<file path="config.mk">
export PLATFORM = sky130hd
export DESIGN_NAME = simd_lzc
export DESIGN_NICKNAME = d
export VERILOG_FILES = /design/src/rtl/simd_lzc_pkg.sv /design/src/rtl/simd_lzc_seg.sv /design/src/rtl/simd_lzc_merge.sv /design/src/rtl/simd_lzc_decode.sv /design/src/rtl/simd_lzc_half.sv /design/src/rtl/simd_lzc.sv
export SDC_FILE = /design/constraint.sdc
export NUM_CORES = 1
export LEC_CHECK = 0
export ABC_AREA = 0
export BUFFER_PORTS_ARGS = -buffer_cell sky130_fd_sc_hd__buf_2
export CORE_AREA = 10 10 124 126
export DETAILED_ROUTE_END_ITERATION = 7
export DIE_AREA = 0 0 134 136
export PLACE_DENSITY = 0.77
export REMOVE_ABC_BUFFERS = 1
export SLEW_MARGIN = 10
export SYNTH_ARGS = -nofsm -noshare
export SYNTH_HDL_FRONTEND = slang
export SYNTH_SLANG_ARGS = --single-unit
</file>
<file path="constraint.sdc">
create_clock -name clk -period 0.9 [get_ports clk]
set_clock_uncertainty 0.05 [all_clocks]
set_input_delay 0.18 -clock clk [delete_from_list [all_inputs] [get_ports clk]]
set_output_delay 0.18 -clock clk [all_outputs]
set_load 0.02 [all_outputs]
</file>
<file path="src/rtl/simd_lzc_pkg.sv">
package simd_lzc_pkg;

   // Lane width selector as carried in the operation fields
   typedef enum logic [1:0] {
      LZ_B8  = 2'b00,
      LZ_B16 = 2'b01,
      LZ_B32 = 2'b10,
      LZ_BAD = 2'b11
   } lz_size_e;

   // Width of a count for a lane of w bits (must reach w itself)
   function automatic int unsigned cnt_width(input int unsigned w);
      return $clog2(w) + 1;
   endfunction

endpackage

</file>
<file path="src/rtl/simd_lzc_seg.sv">
// Leading-zero count of one base segment; all-zero yields W
module simd_lzc_seg #(
   parameter int unsigned W  = 8,
   localparam int unsigned CW = $clog2(W) + 1
) (
   input  logic [W-1:0]  seg_data,
   output logic [CW-1:0] seg_cnt
);

   initial begin
      if (W < 2 || (W & (W - 1)) != 0)
         $error("simd_lzc_seg: W must be a power of two >= 2");
   end

   always_comb begin
      seg_cnt = CW'(W);
      for (int i = 0; i < W; i++) begin
         if (seg_data[i]) seg_cnt = CW'(W - 1 - i);
      end
   end

endmodule

</file>
<file path="src/rtl/simd_lzc_merge.sv">
// Joins the counts of two adjacent lanes of IN_W bits into one lane of 2*IN_W
module simd_lzc_merge #(
   parameter int unsigned IN_W = 8,
   localparam int unsigned CWI = $clog2(IN_W) + 1,
   localparam int unsigned CWO = $clog2(2 * IN_W) + 1
) (
   input  logic [CWI-1:0] cnt_hi,
   input  logic [CWI-1:0] cnt_lo,
   output logic [CWO-1:0] cnt_out
);

   logic hi_empty;

   initial begin
      if (IN_W < 2 || (IN_W & (IN_W - 1)) != 0)
         $error("simd_lzc_merge: IN_W must be a power of two >= 2");
   end

   assign hi_empty = (cnt_hi == CWI'(IN_W));
   assign cnt_out  = hi_empty ? (CWO'(IN_W) + CWO'(cnt_lo)) : CWO'(cnt_hi);

endmodule

</file>
<file path="src/rtl/simd_lzc_decode.sv">
// Legality check of the operation fields
module simd_lzc_decode
   import simd_lzc_pkg::*;
#(
   parameter int unsigned REG_W = 5
) (
   input  lz_size_e         dec_size,
   input  logic             dec_quad,
   input  logic [REG_W-1:0] dec_dst,
   input  logic [REG_W-1:0] dec_src,
   output logic             dec_illegal
);

   logic bad_size;
   logic bad_pair;
   logic unused_reg_hi;

   initial begin
      if (REG_W < 2) $error("simd_lzc_decode: REG_W must be >= 2");
   end

   // A register pair must start on an even register number
   assign bad_size      = (dec_size == LZ_BAD);
   assign bad_pair      = dec_quad & (dec_dst[0] | dec_src[0]);
   assign dec_illegal   = bad_size | bad_pair;
   assign unused_reg_hi = ^{dec_dst[REG_W-1:1], dec_src[REG_W-1:1]};

endmodule

</file>
<file path="src/rtl/simd_lzc_half.sv">
// Shared count tree for one register-sized half of the vector
module simd_lzc_half
   import simd_lzc_pkg::*;
#(
   parameter int unsigned HALF_W = 64,
   parameter int unsigned SEG_W  = 8,
   localparam int unsigned W16    = 2 * SEG_W,
   localparam int unsigned W32    = 4 * SEG_W,
   localparam int unsigned N8     = HALF_W / SEG_W,
   localparam int unsigned N16    = N8 / 2,
   localparam int unsigned N32    = N8 / 4,
   localparam int unsigned CW8    = $clog2(SEG_W) + 1,
   localparam int unsigned CW16   = $clog2(W16) + 1,
   localparam int unsigned CW32   = $clog2(W32) + 1
) (
   input  logic [HALF_W-1:0] half_data,
   input  lz_size_e          half_size,
   output logic [HALF_W-1:0] half_cnt
);

   logic [CW8-1:0]  c8  [N8];
   logic [CW16-1:0] c16 [N16];
   logic [CW32-1:0] c32 [N32];

   initial begin
      if (HALF_W % W32 != 0)
         $error("simd_lzc_half: HALF_W must be a multiple of 4*SEG_W");
      if (SEG_W != 8)
         $error("simd_lzc_half: size codes assume 8-bit base segments");
   end

   // Level 0: byte counts
   for (genvar i = 0; i < N8; i++) begin : g_seg
      simd_lzc_seg #(.W(SEG_W)) u_seg (
         .seg_data (half_data[i*SEG_W +: SEG_W]),
         .seg_cnt  (c8[i])
      );
   end

   // Level 1: 16-bit lanes from byte pairs
   for (genvar j = 0; j < N16; j++) begin : g_m16
      simd_lzc_merge #(.IN_W(SEG_W)) u_m16 (
         .cnt_hi  (c8[2*j+1]),
         .cnt_lo  (c8[2*j]),
         .cnt_out (c16[j])
      );
   end

   // Level 2: 32-bit lanes from 16-bit pairs
   for (genvar k = 0; k < N32; k++) begin : g_m32
      simd_lzc_merge #(.IN_W(W16)) u_m32 (
         .cnt_hi  (c16[2*k+1]),
         .cnt_lo  (c16[2*k]),
         .cnt_out (c32[k])
      );
   end

   // Size code picks which tree level fills the lanes
   always_comb begin
      half_cnt = '0;
      unique case (half_size)
         LZ_B8: begin
            for (int i = 0; i < N8; i++)
               half_cnt[i*SEG_W +: SEG_W] = SEG_W'(c8[i]);
         end
         LZ_B16: begin
            for (int j = 0; j < N16; j++)
               half_cnt[j*W16 +: W16] = W16'(c16[j]);
         end
         LZ_B32: begin
            for (int k = 0; k < N32; k++)
               half_cnt[k*W32 +: W32] = W32'(c32[k]);
         end
         default: half_cnt = '0;
      endcase
   end

endmodule

</file>
<file path="src/rtl/simd_lzc.sv">
// Packed vector leading-zero counter, one register stage
module simd_lzc
   import simd_lzc_pkg::*;
#(
   parameter int unsigned HALF_W = 64,
   parameter int unsigned SEG_W  = 8,
   parameter int unsigned REG_W  = 5,
   localparam int unsigned VEC_W  = 2 * HALF_W
) (
   input  logic             clk,
   input  logic             rst_n,
   input  logic             in_valid,
   input  logic [1:0]       in_size,
   input  logic             in_quad,
   input  logic [REG_W-1:0] in_dst_reg,
   input  logic [REG_W-1:0] in_src_reg,
   input  logic [VEC_W-1:0] in_operand,
   output logic             out_valid,
   output logic             out_undef,
   output logic [VEC_W-1:0] out_result
);

   lz_size_e         size_e;
   logic             illegal;
   logic [VEC_W-1:0] counts;
   logic [VEC_W-1:0] counts_gated;
   logic             valid_q;
   logic             undef_q;
   logic [VEC_W-1:0] result_q;

   assign size_e = lz_size_e'(in_size);

   simd_lzc_decode #(.REG_W(REG_W)) u_dec (
      .dec_size    (size_e),
      .dec_quad    (in_quad),
      .dec_dst     (in_dst_reg),
      .dec_src     (in_src_reg),
      .dec_illegal (illegal)
   );

   for (genvar h = 0; h < 2; h++) begin : g_half
      simd_lzc_half #(.HALF_W(HALF_W), .SEG_W(SEG_W)) u_half (
         .half_data (in_operand[h*HALF_W +: HALF_W]),
         .half_size (size_e),
         .half_cnt  (counts[h*HALF_W +: HALF_W])
      );
   end

   // Upper half only contributes for two-register operations
   assign counts_gated = {counts[VEC_W-1:HALF_W] & {HALF_W{in_quad}},
                          counts[HALF_W-1:0]};

   always_ff @(posedge clk or negedge rst_n) begin
      if (!rst_n) begin
         valid_q  <= 1'b0;
         undef_q  <= 1'b0;
         result_q <= '0;
      end else begin
         valid_q <= in_valid;
         undef_q <= in_valid & illegal;
         if (in_valid) result_q <= illegal ? '0 : counts_gated;
      end
   end

   assign out_valid  = valid_q;
   assign out_undef  = undef_q;
   assign out_result = result_q;

endmodule

</file>
==> results.md <==
- Layout area overhead: 124.4%
- Post-detailed-placement half-perimeter wirelength: between 15000 and 20000 um
- Cell internal pwr: 7767 uW
- Worst EP arrival: between 1.5 and 2 ns
- Clock root buffer: clkbuf_16
- Clock network power share: 0.364
- Delay of the slowest cell on the worst path: roughly 0.44 ns
- Area of the core: 12980 um^2
- Share of cells above drive strength 1: 0.6670
- Crit path required time: between 1 and 1.5 ns
- Number of antenna violations at the first check in global routing: 0
- Per-cell routed wire length: 29.62 um
- Final-stage net count: around 1300
- Total detailed-routing wirelength: 39990 um
- Setup tns final: -42.63 ns
- Final cycle utilization of the critical path: 1.801
- Share of power burned in combinational logic: 0.324
- Routability-driven placement congestion ratio: a little over 0.9
- Cell area after technology mapping: ~5300 um^2
- Status: complete, but fails checks
- Avg Inst Size Synth: around 8.7 um^2
- Clock Latency Late Sink: 0.35 ns
- Final setup slack of the worst path: -0.7209 ns
- TritonCTS clock tree: built
- Share of synthesized area occupied by flip-flops and latches: 0.3667
- Unrepaired setup endpoints after global routing: yes
- Post-CTS clock slew at the launch and capture registers of the worst setup and hold paths: approximately 0.080 ns
- Cells along the critical path: buf_2 -> buf_4 -> nor2_1 -> nor3_1 -> o31ai_1 -> o21ai_0 -> a221oi_1 -> o21ai_1
- Normalized max-slew margin: 0.5650
- Vias in the first global route: ~8800
- # setup viols final: about 150
- First-pass GRT wire length: approximately 48000 um
- Mean number of vias per cell: approximately 6.5
- Sequential share of power: 0.312
- Worst Reg2Reg Path Length in Cells: 2
- CP max FO: 2
- Kind of cell with the highest combined delay on the critical path: compound AO/OA/AOI/OAI gates
- Power density over the cells: slightly below 1000 nW/um^2
- Sink count of the clock tree: a little under 80
- Critical path buffers and inverters: 2
- Die Y: 136 um
- Async SR Flop Fraction: 1.000
- Total via count in the routed design: slightly below 9000
- Hold Crit Class: input pin to flip-flop
- GRT Total Usage: 0.3337
- Number of buffers between clock root and the deepest sink: 2
- Share of Yosys cell area claimed by the top area cell type: 0.3667
- Post-synth EDFFs: 0
- Maximum number of pins on one net before global-route repair: 32
- Remaining antenna violation count: 0
- Critical setup path kind: input pin to flip-flop
- Starting utilization of the core area: 0.4101
- Tmin final: around 1.6 ns
- Number of max-cap violations: 0
- I/O Pins: between 200 and 300
- Minimum hold slack: around 0.12 ns
- Pins Over Slew Limit: 0
- Final Hold Vio Count: 0
- Leakage power of the design: 0.005719 uW
- Worst IR drop on VDD: roughly 1.9 mV
- Input/output buffers: ~210
- Top area cells in the synthesized netlist: dfrtp_1, buf_4, nor2_1
- Startpoint kind of the worst setup timing path: input pin
- Cells after synthesis: slightly above 600
- Synth Register Bits: 78
- Floorplan row count: 42
- Hold Path Stages: 4
- Nature of the critical path endpoint: flip-flop
- Failing checks: negative setup slack
- Total Die Area: 18220 um^2
- Worst-Margin Slew: 0.6470 ns
- Number of buffers created by CTS: 9
- Cell taking the most area after synthesis: dfrtp_1
- Switching Share: 0.3299
- Maximum level of the CTS H-tree: 3
- FMAX: just over 600 MHz
- Most used flip-flop cell after synthesis: dfrtp_1
- Warnings from Yosys: 0
- Library cell contributing the largest single delay on the critical path: a221oi_1
- Global route overflow: 0
- Detailed router's first-iteration violation count: ~1200
- Net Sw Power: about 3800 uW
- # DRC: 0
- Synth unique cells: 61
- Width of the die: approximately 130 um
- Antenna diode count: 0
- First-pass detailed-route iteration total: 6
- Total number of cells along the worst setup path: 8
layer usage:
layer / share of wire / GRT usage / vias up
li1: - / - / 3354
met1: 0.32 / 0.3187 / 4119
met2: 0.48 / 0.6112 / 965
met3: 0.12 / 0.1122 / 351
met4: 0.086 / 0.2007 / 0
met5: 0 / 0 / -
placed cells by master, fill, tap and decap left out, types with 11 or more instances in the layout:
cell type / count
a21oi_1: 20
a21oi_2: 14
a221o_1: 11
a22o_1: 19
buf_2: 82
buf_4: 268
buf_6: 188
buf_8: 14
conb_1: 52
dfrtp_1: 78
inv_1: 20
nand2_1: 19
nand2_2: 11
nor2_1: 56
nor2_4: 20
nor2b_1: 12
nor3_1: 13
nor4_4: 13
o21bai_1: 12
o2bb2ai_2: 11
o31ai_1: 14
or4_4: 14
state kept, by name, summed over array words and instances, names as in the netlist:
register,count
out_result,76
out_undef,1
out_valid,1
final cells by class:
| type | instances | area (um^2) |
|---|---|---|
| Inverter | 26 | 105.1 |
| Tap cell | 176 | 220.2 |
| Fill cell | 403 | 1033 |
| Timing Repair Buffer | 565 | 5032 |
| Multi-Input combinational cell | 490 | 4314 |
| Clock buffer | 10 | 239.0 |
| Clock inverter | 5 | 83.83 |
| Sequential cell | 78 | 1952 |
worst register-to-register path: stages, from the launching register on:
cell	delay, ns
dfrtp_1	0.43
buf_4	0.15
a221o_1	0.36
cells by family (layout without fill, tap and decap cells):
kind of cell	count (synthesis)	after routing	synth area share
AND/OR/NAND/NOR	224	224	0.2254
multiplexers	2	2	0.003996
other	1	52	0.0007045
flip-flops	78	78	0.3667
buffers and inverters	95	606	0.1063
AO/OA/AOI/OAI	212	212	0.2969
power by group through the flow:
stage	combinational [uW]	sequential (uW)	clock (uW)
after floorplan	737	3730	0
after global placement	2300	3660	0
after global routing	3860	3620	4280
after CTS	2970	3610	4020
final	3760	3610	4220
after detailed placement	2350	3660	0
Yosys cell counts (4+ instances only):
master / instances
nor2_1: 83
dfrtp_1: 78
buf_4: 54
a21oi_1: 39
nand2_1: 39
o2bb2ai_1: 27
inv_1: 25
o31ai_1: 22
o21ai_0: 21
nor2b_1: 20
a22o_1: 19
nor3_1: 17
nor4_1: 15
o21bai_1: 14
clkbuf_1: 12
a221o_1: 11
or4_1: 10
nand3_1: 9
a32o_1: 8
a22oi_1: 7
o41ai_1: 7
a221oi_1: 6
nand2b_1: 5
a31oi_1: 4
o22ai_1: 4
or4_4: 4
repair_timing:
| action | CTS | global route |
|---|---|---|
| endpoints found under the setup margin | 154 | 154 |
| hold endpoints to repair | 78 | 0 |
| setup buffers | 78 | 53 |
| pin swaps | 120 | 100 |
| hold buffers | 1 | 0 |
| gates cloned | 4 | 1 |
| gates resized for setup | 436 | 176 |
worst paths after layout:
| path | startpoint | to | slack [ns] |
|---|---|---|---|
| min in group asynchronous | rst_n | out_result[89]$_DFFE_PN0P_ | 0.18 |
| max in group asynchronous | rst_n | out_result[57]$_DFFE_PN0P_ | 0.18 |
| min | in_quad | out_undef$_DFF_PN0_ | 0.12 |
| min reg2reg | out_result[16]$_DFFE_PN0P_ | out_result[16]$_DFFE_PN0P_ | 0.48 |
| max reg2reg | out_result[64]$_DFFE_PN0P_ | out_result[64]$_DFFE_PN0P_ | -0.22 |
| max | in_operand[96] | out_result[97]$_DFFE_PN0P_ | -0.72 |
metrics by stage:
stage,total power (uW),area (um^2),utilization,std cells,setup slack (ns)
floorplan,4466,5046,-,594,-0.7991
global placement,5955,8277,0.6377,1230,-0.9496
detailed placement,6009,8277,0.6377,1230,-0.9781
CTS,10600,10900,0.8397,1316,-0.5774
global route,11760,11950,0.9204,1350,-0.7515
finish,11590,11950,0.9204,1350,-0.7209
Power figures use the tool's default switching activity.
